## config.mk

```make
export PLATFORM = sky130hd
export DESIGN_NAME = rotr_unit
export DESIGN_NICKNAME = d
export VERILOG_FILES = /design/src/rtl/rotr_pkg.sv /design/src/rtl/rotr_count.sv /design/src/rtl/rotr_step.sv /design/src/rtl/rotr_flags.sv /design/src/rtl/rotr_unit.sv
export SDC_FILE = /design/constraint.sdc
export NUM_CORES = 1
export LEC_CHECK = 0
export BUFFER_PORTS_ARGS = -buffer_cell sky130_fd_sc_hd__buf_2
export CAP_MARGIN = 20
export CORE_ASPECT_RATIO = 2
export CORE_MARGIN = 2
export CORE_UTILIZATION = 54
export DETAILED_ROUTE_END_ITERATION = 10
export PLACE_DENSITY_LB_ADDON = 0.12
export SLEW_MARGIN = 20
export SYNTH_ARGS = -nofsm -noshare
export SYNTH_HDL_FRONTEND = slang
export SYNTH_SLANG_ARGS = --single-unit
export TNS_END_PERCENT = 10
```

## constraint.sdc

```tcl
create_clock -name clk -period 3 [get_ports clk]
set_clock_uncertainty 0.1 [all_clocks]
set_input_delay 0.3 -clock clk [delete_from_list [all_inputs] [get_ports clk]]
set_output_delay 0.3 -clock clk [all_outputs]
set_load 0.02 [all_outputs]
```

## src/rtl/rotr_pkg.sv

```systemverilog
package rotr_pkg;

    localparam int DATA_W = 32;
    localparam int CNT_W  = 6;
    localparam int TICK_W = 8;

    typedef enum logic [1:0] {
        SZ_BYTE  = 2'd0,
        SZ_WORD  = 2'd1,
        SZ_LONG  = 2'd2,
        SZ_LONG2 = 2'd3
    } opsize_e;

    typedef enum logic {
        ST_IDLE = 1'b0,
        ST_RUN  = 1'b1
    } state_e;

    typedef struct packed {
        state_e              st;
        logic [TICK_W-1:0]   left;
        logic [CNT_W-1:0]    n;
        opsize_e             sz;
        logic [DATA_W-1:0]   work;
        logic [DATA_W-1:0]   res;
        logic                fn;
        logic                fz;
        logic                fv;
        logic                fc;
        logic                done;
    } core_s;

endpackage

```

## src/rtl/rotr_count.sv

```systemverilog
module rotr_count
    import rotr_pkg::*;
#(
    parameter int SETUP_NARROW = 6,
    parameter int SETUP_WIDE   = 8,
    parameter int STEP_CLKS    = 2
) (
    input  logic [1:0]        size_in,
    input  logic              use_reg,
    input  logic [2:0]        imm,
    input  logic [CNT_W-1:0]  reg_lo,
    input  logic              mem,
    output opsize_e           eff_size,
    output logic [CNT_W-1:0]  eff_n,
    output logic [TICK_W-1:0] total
);
    logic [TICK_W-1:0] setup;

    always_comb begin
        if (mem) begin
            eff_size = SZ_WORD;
            eff_n    = CNT_W'(1);
        end else begin
            eff_size = opsize_e'(size_in);
            if (use_reg)
                eff_n = reg_lo;
            else if (imm == 3'd0)
                eff_n = CNT_W'(8);
            else
                eff_n = CNT_W'(imm);
        end
        if (eff_size == SZ_BYTE || eff_size == SZ_WORD)
            setup = TICK_W'(SETUP_NARROW);
        else
            setup = TICK_W'(SETUP_WIDE);
        total = setup + TICK_W'(STEP_CLKS) * TICK_W'(eff_n);
    end
endmodule

```

## src/rtl/rotr_step.sv

```systemverilog
module rotr_step
    import rotr_pkg::*;
(
    input  logic [DATA_W-1:0] din,
    input  opsize_e           sz,
    output logic [DATA_W-1:0] dout
);
    always_comb begin
        case (sz)
            SZ_BYTE: dout = {din[31:8], din[0], din[7:1]};
            SZ_WORD: dout = {din[31:16], din[0], din[15:1]};
            default: dout = {din[0], din[31:1]};
        endcase
    end
endmodule

```

## src/rtl/rotr_flags.sv

```systemverilog
module rotr_flags
    import rotr_pkg::*;
(
    input  logic [DATA_W-1:0] din,
    input  opsize_e           sz,
    input  logic              moved,
    output logic              f_n,
    output logic              f_z,
    output logic              f_v,
    output logic              f_c
);
    logic top_bit;
    logic all_zero;

    always_comb begin
        case (sz)
            SZ_BYTE: begin
                top_bit  = din[7];
                all_zero = (din[7:0] == 8'h00);
            end
            SZ_WORD: begin
                top_bit  = din[15];
                all_zero = (din[15:0] == 16'h0000);
            end
            default: begin
                top_bit  = din[31];
                all_zero = (din == '0);
            end
        endcase
        f_n = top_bit;
        f_z = all_zero;
        f_v = 1'b0;
        f_c = moved & top_bit;
    end
endmodule

```

## src/rtl/rotr_unit.sv

```systemverilog
module rotr_unit
    import rotr_pkg::*;
#(
    parameter int SETUP_NARROW = 6,
    parameter int SETUP_WIDE   = 8,
    parameter int STEP_CLKS    = 2
) (
    input  logic              clk,
    input  logic              rst,
    input  logic              start,
    input  logic [1:0]        size_sel,
    input  logic              cnt_sel,
    input  logic [2:0]        imm_cnt,
    input  logic [31:0]       reg_cnt,
    input  logic              mem_op,
    input  logic [31:0]       operand,
    output logic [31:0]       result,
    output logic              flag_n,
    output logic              flag_z,
    output logic              flag_v,
    output logic              flag_c,
    output logic              busy,
    output logic              done
);
    core_s q, d;

    opsize_e           in_size;
    logic [CNT_W-1:0]  in_n;
    logic [TICK_W-1:0] in_total;
    logic [DATA_W-1:0] stepped;
    logic              nf_n, nf_z, nf_v, nf_c;
    logic [TICK_W-1:0] span;
    logic              step_now;

    rotr_count #(
        .SETUP_NARROW(SETUP_NARROW),
        .SETUP_WIDE  (SETUP_WIDE),
        .STEP_CLKS   (STEP_CLKS)
    ) u_count (
        .size_in (size_sel),
        .use_reg (cnt_sel),
        .imm     (imm_cnt),
        .reg_lo  (reg_cnt[CNT_W-1:0]),
        .mem     (mem_op),
        .eff_size(in_size),
        .eff_n   (in_n),
        .total   (in_total)
    );

    rotr_step u_step (
        .din (q.work),
        .sz  (q.sz),
        .dout(stepped)
    );

    rotr_flags u_flags (
        .din  (q.work),
        .sz   (q.sz),
        .moved(q.n != '0),
        .f_n  (nf_n),
        .f_z  (nf_z),
        .f_v  (nf_v),
        .f_c  (nf_c)
    );

    always_comb begin
        d        = q;
        d.done   = 1'b0;
        span     = TICK_W'(STEP_CLKS) * TICK_W'(q.n);
        step_now = (q.left < span) &&
                   ((q.left % TICK_W'(STEP_CLKS)) == TICK_W'(STEP_CLKS - 1));
        case (q.st)
            ST_IDLE: begin
                if (start) begin
                    d.st   = ST_RUN;
                    d.work = operand;
                    d.sz   = in_size;
                    d.n    = in_n;
                    d.left = in_total - TICK_W'(1);
                end
            end
            default: begin
                if (q.left == '0) begin
                    d.st   = ST_IDLE;
                    d.res  = q.work;
                    d.fn   = nf_n;
                    d.fz   = nf_z;
                    d.fv   = nf_v;
                    d.fc   = nf_c;
                    d.done = 1'b1;
                end else begin
                    d.left = q.left - TICK_W'(1);
                    if (step_now)
                        d.work = stepped;
                end
            end
        endcase
    end

    always_ff @(posedge clk) begin
        if (rst) begin
            q <= '{st: ST_IDLE, sz: SZ_BYTE, default: '0};
        end else begin
            q <= d;
        end
    end

    assign result = q.res;
    assign flag_n = q.fn;
    assign flag_z = q.fz;
    assign flag_v = q.fv;
    assign flag_c = q.fc;
    assign busy   = (q.st == ST_RUN);
    assign done   = q.done;
endmodule

```

### Yosys cells after proc, flatten, opt, wreduce, memory -nomap -nowiden

Cells that the tools add are included.

| operators by class | value |
|---|---|
| add/subtract/negate cells | 3 |
| $lt $le $gt $ge | 1 |
| equal/unequal tests | 6 |
| muxes and demuxes | 16 |
| bitwise operators | 2 |
| reduce and logical (&&, ||, !) cells | 18 |

Operators with widths:

| kind | number |
|---|---|
| $mux 32 | 3 |
| $pmux 32 s2 | 1 |
| $mux 49 | 1 |
| $logic_not 32->1 | 1 |
| $logic_not 16->1 | 1 |
| $logic_not 8->1 | 2 |
| $sub 8x1->8 const B | 2 |
| $mux 6 | 2 |
| $mux 9 | 1 |
| $add 4x7->8 | 1 |
| $lt 8x7->1 | 1 |
| $mux 4 | 2 |
| $mux 8 | 1 |
| $ne 2x2->1 const B | 3 |
| $reduce_and 2->1 | 3 |
| $reduce_bool 6->1 | 1 |
| $reduce_and 5->1 | 1 |
| $eq 2x1->1 const B | 2 |
| $logic_not 2->1 | 2 |
| $pmux 1 s2 | 2 |
| $reduce_and 4->1 | 1 |
| $logic_not 3->1 | 1 |
| $reduce_and 3->1 | 1 |
| $mux 1 | 2 |
| other kinds (8) | 8 |

| storage, ports and cells | value |
|---|---|
| register bits after elaboration | 85 |
| bits of input ports | 74 |
| output and inout port bits | 38 |
| word-level logic and storage cells | 58 |

### Logic depth before layout (Yosys ltp)

| depth | value |
|---|---|
| depth in word-level cells | 8 |
| gate-level depth with buffers | 13 |
| gate-level depth less buffers | 12 |

### Modules after synthesis

A second synthesis with hierarchy kept.

| second synthesis, totals | value |
|---|---|
| cells, all modules | 574 |
| area, all modules | 5,032.3 um^2 |

Modules (own cells, without submodules):

| module | times used | cells an instance | area each (um^2) | seq. area each (um^2) |
|---|---|---|---|---|
| rotr_unit | 1 | 481 | 4,176.5 | 1,721.7 |
| rotr_step | 1 | 37 | 422.9 | 0.0 |
| rotr_count | 1 | 37 | 280.3 | 0.0 |
| rotr_flags | 1 | 19 | 152.6 | 0.0 |

### Worst setup path before layout

No wires, ideal clock.

| path | value |
|---|---|
| kind | input port to flip-flop |
| from | in cnt_sel |
| to | reg q[83] in the netlist's numbering |
| setup time | 0.116 ns |
| data arrival time | 2.353 ns |
| data required time | 2.784 ns |
| path slack | 0.431 ns |
| cell stages on the path | 13 |
| path buffers | 1 |
| cells stage by stage | clkbuf_1 > mux2i_1 > or2_2 > ha_1 > inv_1 > ha_1 > inv_1 > fa_1 > inv_1 > a21o_1 > a21oi_1 > xnor2_1 > o211a_1 |

| between the ends | value |
|---|---|
| word-level cells in the longest chain between the ends | 6 |

Ends and longest elaborated chain:

| element | RTL line | text |
|---|---|---|
| start: declaration | rotr_unit.sv:12 | `input logic cnt_sel,` |
| $mux 6 | rotr_count.sv:25 | `if (use_reg)` |
| $mux 6 | rotr_count.sv:20 | `if (mem) begin` |
| $add 4x7->8 | rotr_count.sv:36 | `total = setup + TICK_W'(STEP_CLKS) * TICK_W'(eff_n);` |
| $sub 8x1->8 | rotr_unit.sv:79 | `d.left = in_total - TICK_W'(1);` |
| $mux 49 | rotr_unit.sv:74 | `if (start) begin` |
| $mux 9 | rotr_unit.sv:72 | `case (q.st)` |
| end signal: assignment | rotr_unit.sv:102 | `q <= '{st: ST_IDLE, sz: SZ_BYTE, default: '0};` |
| end signal: assignment | rotr_unit.sv:104 | `q <= d;` |
| end: declaration | rotr_unit.sv:25 | `core_s q, d;` |

Every way passes these cells. The select of a mux whose other input is x is not followed.
A chain may end at the register's enable or synchronous reset.

### Worst setup path after layout

| path | value |
|---|---|
| from | reg q[79] in the netlist's numbering |
| to | reg q, in the netlist result[7] |

| between the ends | value |
|---|---|
| word-level cells in the longest chain between the ends | 2 |

Ends and longest elaborated chain:

| element | RTL line | text |
|---|---|---|
| $logic_not 8->1 | rotr_unit.sv:83 | `if (q.left == '0) begin` |
| $reduce_and 2->1 (no line) | n/a |  |

Every way passes these cells.

==> results list <==
* CP peak stage delay: about 0.60 ns
* Final critical path time including I/O delays and setup: 2.50 ns
- Drt via density: 5.95
- Number of global-route vias before repair: about 3900
* Root Buffer Master: sky130_fd_sc_hd__clkbuf_16
- Power spread over the standard cell area amounts to approximately 640 nW/um^2.
- Traced cell by cell, the critical path runs through or4_4 -> or3b_4 -> nor3_4 -> buf_4 -> nand2_1 -> a21oi_2.
- Cell area after technology mapping: ~4600 um^2
- Starting density of the core: 55.7%
- Power share of the combinational group: 25.1%
- After synthesis, flip-flops and latches occupy 36.9% of the total area.
* Standard-cell row count: 47
- Once detailed placement completed, the half-perimeter wirelength came to a little over 8000 um.
- Critical path capture point type: register
- In this run, post-CTS repair resized a total of 0 instances.
- Worst IR drop on VDD: around 360 uV
- The later pin in the worst-skew pair is clocked with a latency of 0.34 ns.
* Global-route wire length before repair: 19100 um
* Total power of the final layout: roughly 3.3 mW
- The region available for standard cell placement spans approximately 8300 um^2.
* Final non-filler cell area: 5110 um^2
- The detail route stage leaves a number of antenna-violating nets equal to 0.
- Setup violations remaining at the end of the flow were counted as 0.
- Slowest stage cell, crit path: sky130_fd_sc_hd__or4_4
- Clock buffers created by TritonCTS: 9
- Overflow after GRT: 0
* Number of filler instances in the final layout: between 700 and 800
* Total via count in the routed design: between 4000 and 5000
* Rel. slew slack: a little over a quarter
* Pin count of the biggest net entering global routing: about 90
* Setup bufs post-CTS: 0
- Number of buffers added to fix hold violations after cts: 0
- Detailed Route Iter0 Violations: approximately 320
- Clock Pin Slew Worst Setup and Hold Paths: roughly 0.06 ns
- Following the worst setup path forward leads to its endpoint at result[7].
- Counting flops with a built-in enable in the synthesized netlist gives 0.
- Layout overhead on the synthesized area: 10.7%
- Kind of start point of the critical path: register
- Summed over all failing endpoints, the final setup total negative slack is 0 ns.
- Most used flip-flop cell after synthesis: sky130_fd_sc_hd__dfxtp_1
- The repair_antennas step left the layout with diodes totalling 0.
- Launching element of the worst setup path: q[79]
* Horizontal extent of the die: between 60 and 70 um
- Initial DRT Pass Iterations: 5
- Share of synthesized registers carrying an async set or reset: 0%
- Net switching is between 30% and 40% of the power.
- Cells fill between 60% and 70% of the core in the end.
- Switching power summed over all nets: ~1.1 mW
- After the last flow step, the layout net total stands at 681.
- Required arrival time at the worst endpoint: around 3.2 ns
- The tightest min-delay check is of the input port to register type.
- Worst setup slack for register-to-register paths: between 0.5 and 0.6 ns
- The die covers between 9000 and 10000 um^2.
* Arrival time worst endpoint: between 2 and 3 ns
- At the pin with the least slew margin, the transition time is between 1 and 1.5 ns.
- Fraction of final layout cells sized beyond drive strength 1: roughly 27%
* Leakage Power: a little over 2 nW
- For this run, the top clock speed supported by timing is approximately 0.4 GHz.
- The clock passes through at most 2 buffers.
* Share of the cycle needed by the critical path after routing: between 80 and 90%
- At the end of routability-driven placement, the weighted congestion stood at about 0.90.
- Number of synthesized register bits: 85
- The max-slew violation count is 0.
- Wire length per cell: roughly 17 um
- Max-cap violations in this run came to 0.
- Internal power comes to roughly 2.2 mW.
- The setup path with the least slack is of type register to register.
- Number of cells on the worst reg-to-reg path: 6
* Maximum fanout encountered on the critical timing path: 15
* # DRC: 0
- The tightest hold path in the finished design has a slack of 0.123 ns.
- The worst register-to-register path begins at q[79].
- The H-tree generated during clock tree synthesis spans 3 levels.
* Total wire length after detailed routing: between 10000 and 15000 um
- Result of the run: complete, no violations
- Total global-route track usage: 25.0%
- Number of unique standard cell types used by synthesis: 61
- The clock network is responsible for about a third of the overall power.
* CTS tree: done
- Die height: 135 um
- The number of endpoints with negative hold slack in the final report came to 0.
- Clock tree synthesis found a total of 85 sinks.
- Post-Synthesis Net Count: ~650
* Setup repair after global routing missed its margin: false
* Count of port buffers added during placement: 84
- Number of antenna violations at the first check in global routing: 0
* Mean area per synthesized cell: roughly 8.3 um^2
- Yosys warning count: 0
* Share of total power in sequential cells: a little over two fifths
- Standard cell area after detailed placement: around 4800 um^2
- Boundary pin count: ~110
- The endpoint identified for the worst register-to-register timing path is result[7].
- Number of instances in the synthesized netlist: roughly 560
==> stage by stage <==
step	worst slack, ns	instances
6_report	0.500	694
5_1_grt	0.335	694
4_1_cts	0.496	694
3_5_place_dp	0.295	678
3_3_place_gp	0.338	678
2_1_floorplan	0.431	555
==> cells in the final DEF, fill, tap and decap left out, types with 2 or more instances in the layout <==
| master | synthesis | routed |
|---|---|---|
| sky130_fd_sc_hd__nand3_1 | 2 | 2 |
| sky130_fd_sc_hd__or2_2 | 5 | 5 |
| sky130_fd_sc_hd__nand2b_1 | 2 | 2 |
| sky130_fd_sc_hd__a21oi_1 | 39 | 39 |
| sky130_fd_sc_hd__nor2_1 | 25 | 25 |
| sky130_fd_sc_hd__clkinv_2 | 0 | 2 |
| sky130_fd_sc_hd__clkbuf_16 | 0 | 9 |
| sky130_fd_sc_hd__inv_6 | 0 | 3 |
| sky130_fd_sc_hd__a22oi_1 | 24 | 24 |
| sky130_fd_sc_hd__o21ai_0 | 14 | 14 |
| sky130_fd_sc_hd__ha_1 | 15 | 15 |
| sky130_fd_sc_hd__buf_2 | 2 | 83 |
| sky130_fd_sc_hd__a21oi_2 | 29 | 29 |
| sky130_fd_sc_hd__nand2_1 | 104 | 104 |
| sky130_fd_sc_hd__nor2b_1 | 4 | 3 |
| sky130_fd_sc_hd__nor3_1 | 5 | 5 |
| sky130_fd_sc_hd__a221oi_2 | 5 | 5 |
| sky130_fd_sc_hd__inv_1 | 27 | 27 |
| sky130_fd_sc_hd__or3_1 | 2 | 2 |
| sky130_fd_sc_hd__a21o_1 | 2 | 2 |
| sky130_fd_sc_hd__a31oi_1 | 11 | 11 |
| sky130_fd_sc_hd__a211oi_1 | 3 | 3 |
| sky130_fd_sc_hd__xor2_1 | 2 | 2 |
| sky130_fd_sc_hd__nand3b_1 | 3 | 3 |
| sky130_fd_sc_hd__buf_4 | 35 | 13 |
| sky130_fd_sc_hd__dfxtp_1 | 85 | 85 |
| sky130_fd_sc_hd__nor4_1 | 12 | 12 |
| sky130_fd_sc_hd__mux2i_1 | 5 | 5 |
| sky130_fd_sc_hd__a221oi_1 | 2 | 2 |
| sky130_fd_sc_hd__a311oi_1 | 26 | 26 |
==> flip-flops by register name, indices dropped and copies added (netlist names) <==
| signal | cells |
|---|---|
| result | 32 |
| done | 1 |
| q | 48 |
| flag_n | 1 |
| flag_z | 1 |
| flag_c | 1 |
| busy | 1 |
==> logic make-up after synthesis <==
group                    Yosys count  share of synthesized area [%]
buffers and inverters             98                           11.5
flip-flops                        85                           36.9
AND/OR/NAND/NOR                  174                           17.2
multiplexers                       5                           1.08
AO/OA/AOI/OAI                    173                           28.2
other                              1                         0.0812
XOR/XNOR                           3                          0.569
adder cells (fa/ha/maj)           16                           4.50
==> cell usage after synthesis, drive strengths merged (3+ instances only) <==
cell / number / area (um^2)
buf: 43 / 325
nand3b: 3 / 22.5
a311oi: 26 / 228
dfxtp: 85 / 1700
a31oi: 12 / 90.1
a21oi: 68 / 449
nor2: 25 / 93.8
ha: 15 / 188
nor4: 12 / 75.1
nor3: 6 / 41.3
o21ai: 17 / 100
a211oi: 3 / 22.5
or2: 5 / 31.3
inv: 27 / 101
a22oi: 24 / 180
clkbuf: 28 / 105
a221oi: 7 / 92.6
mux2i: 5 / 50.1
nand2: 104 / 390
nor2b: 4 / 25.0
or3: 3 / 20.0
==> power by group through the flow <==
| stage | registers [mW] | clock network, mW | logic [mW] |
|---|---|---|---|
| global route | 1.42 | 1.12 | 0.908 |
| global placement | 1.42 | 0 | 0.793 |
| floorplan | 1.37 | 0 | 0.656 |
| CTS | 1.40 | 1.08 | 0.821 |
| finish | 1.41 | 1.05 | 0.822 |
| detailed placement | 1.42 | 0 | 0.816 |
==> cell type report <==
cell class	instances	area, um^2	area share, %
inverter	27	101	1.98
timing repair buffer	96	513	10.0
tap	98	123	2.40
sequential	85	1700	33.3
clock inverter	6	45.0	0.882
multi-input combinational	372	2380	46.7
clock buffer	10	239	4.68
==> worst max-delay path: cells and delay by family, from the launching register on <==
kind / cells / cell delay (ns)
AND/OR/NAND/NOR: 4 / 1.51
flip-flops: 1 / 0.36
buffers and inverters: 1 / 0.30
AO/OA/AOI/OAI: 1 / 0.15
==> metal layers <==
metal,share of wire (%),vias to the layer above,GRT usage (%)
li1,-,2023,-
met1,40,1956,28.4
met2,54,130,45.6
met3,3.8,19,4.63
met4,2.3,0,10.2
met5,0,-,0
==> worst min path at each step <==
| stage | end | start | depth (start not counted) |
|---|---|---|---|
| floorplan | result[18] | result[18] | 2 |
| global placement | result[20] | result[20] | 2 |
| detailed placement | result[14] | result[14] | 2 |
| CTS | q[69] | size_sel[0] | 3 |
| global route | q[69] | size_sel[0] | 3 |
| finish | q[69] | size_sel[0] | 3 |
Note: power is estimated with default switching activity, not from simulation.
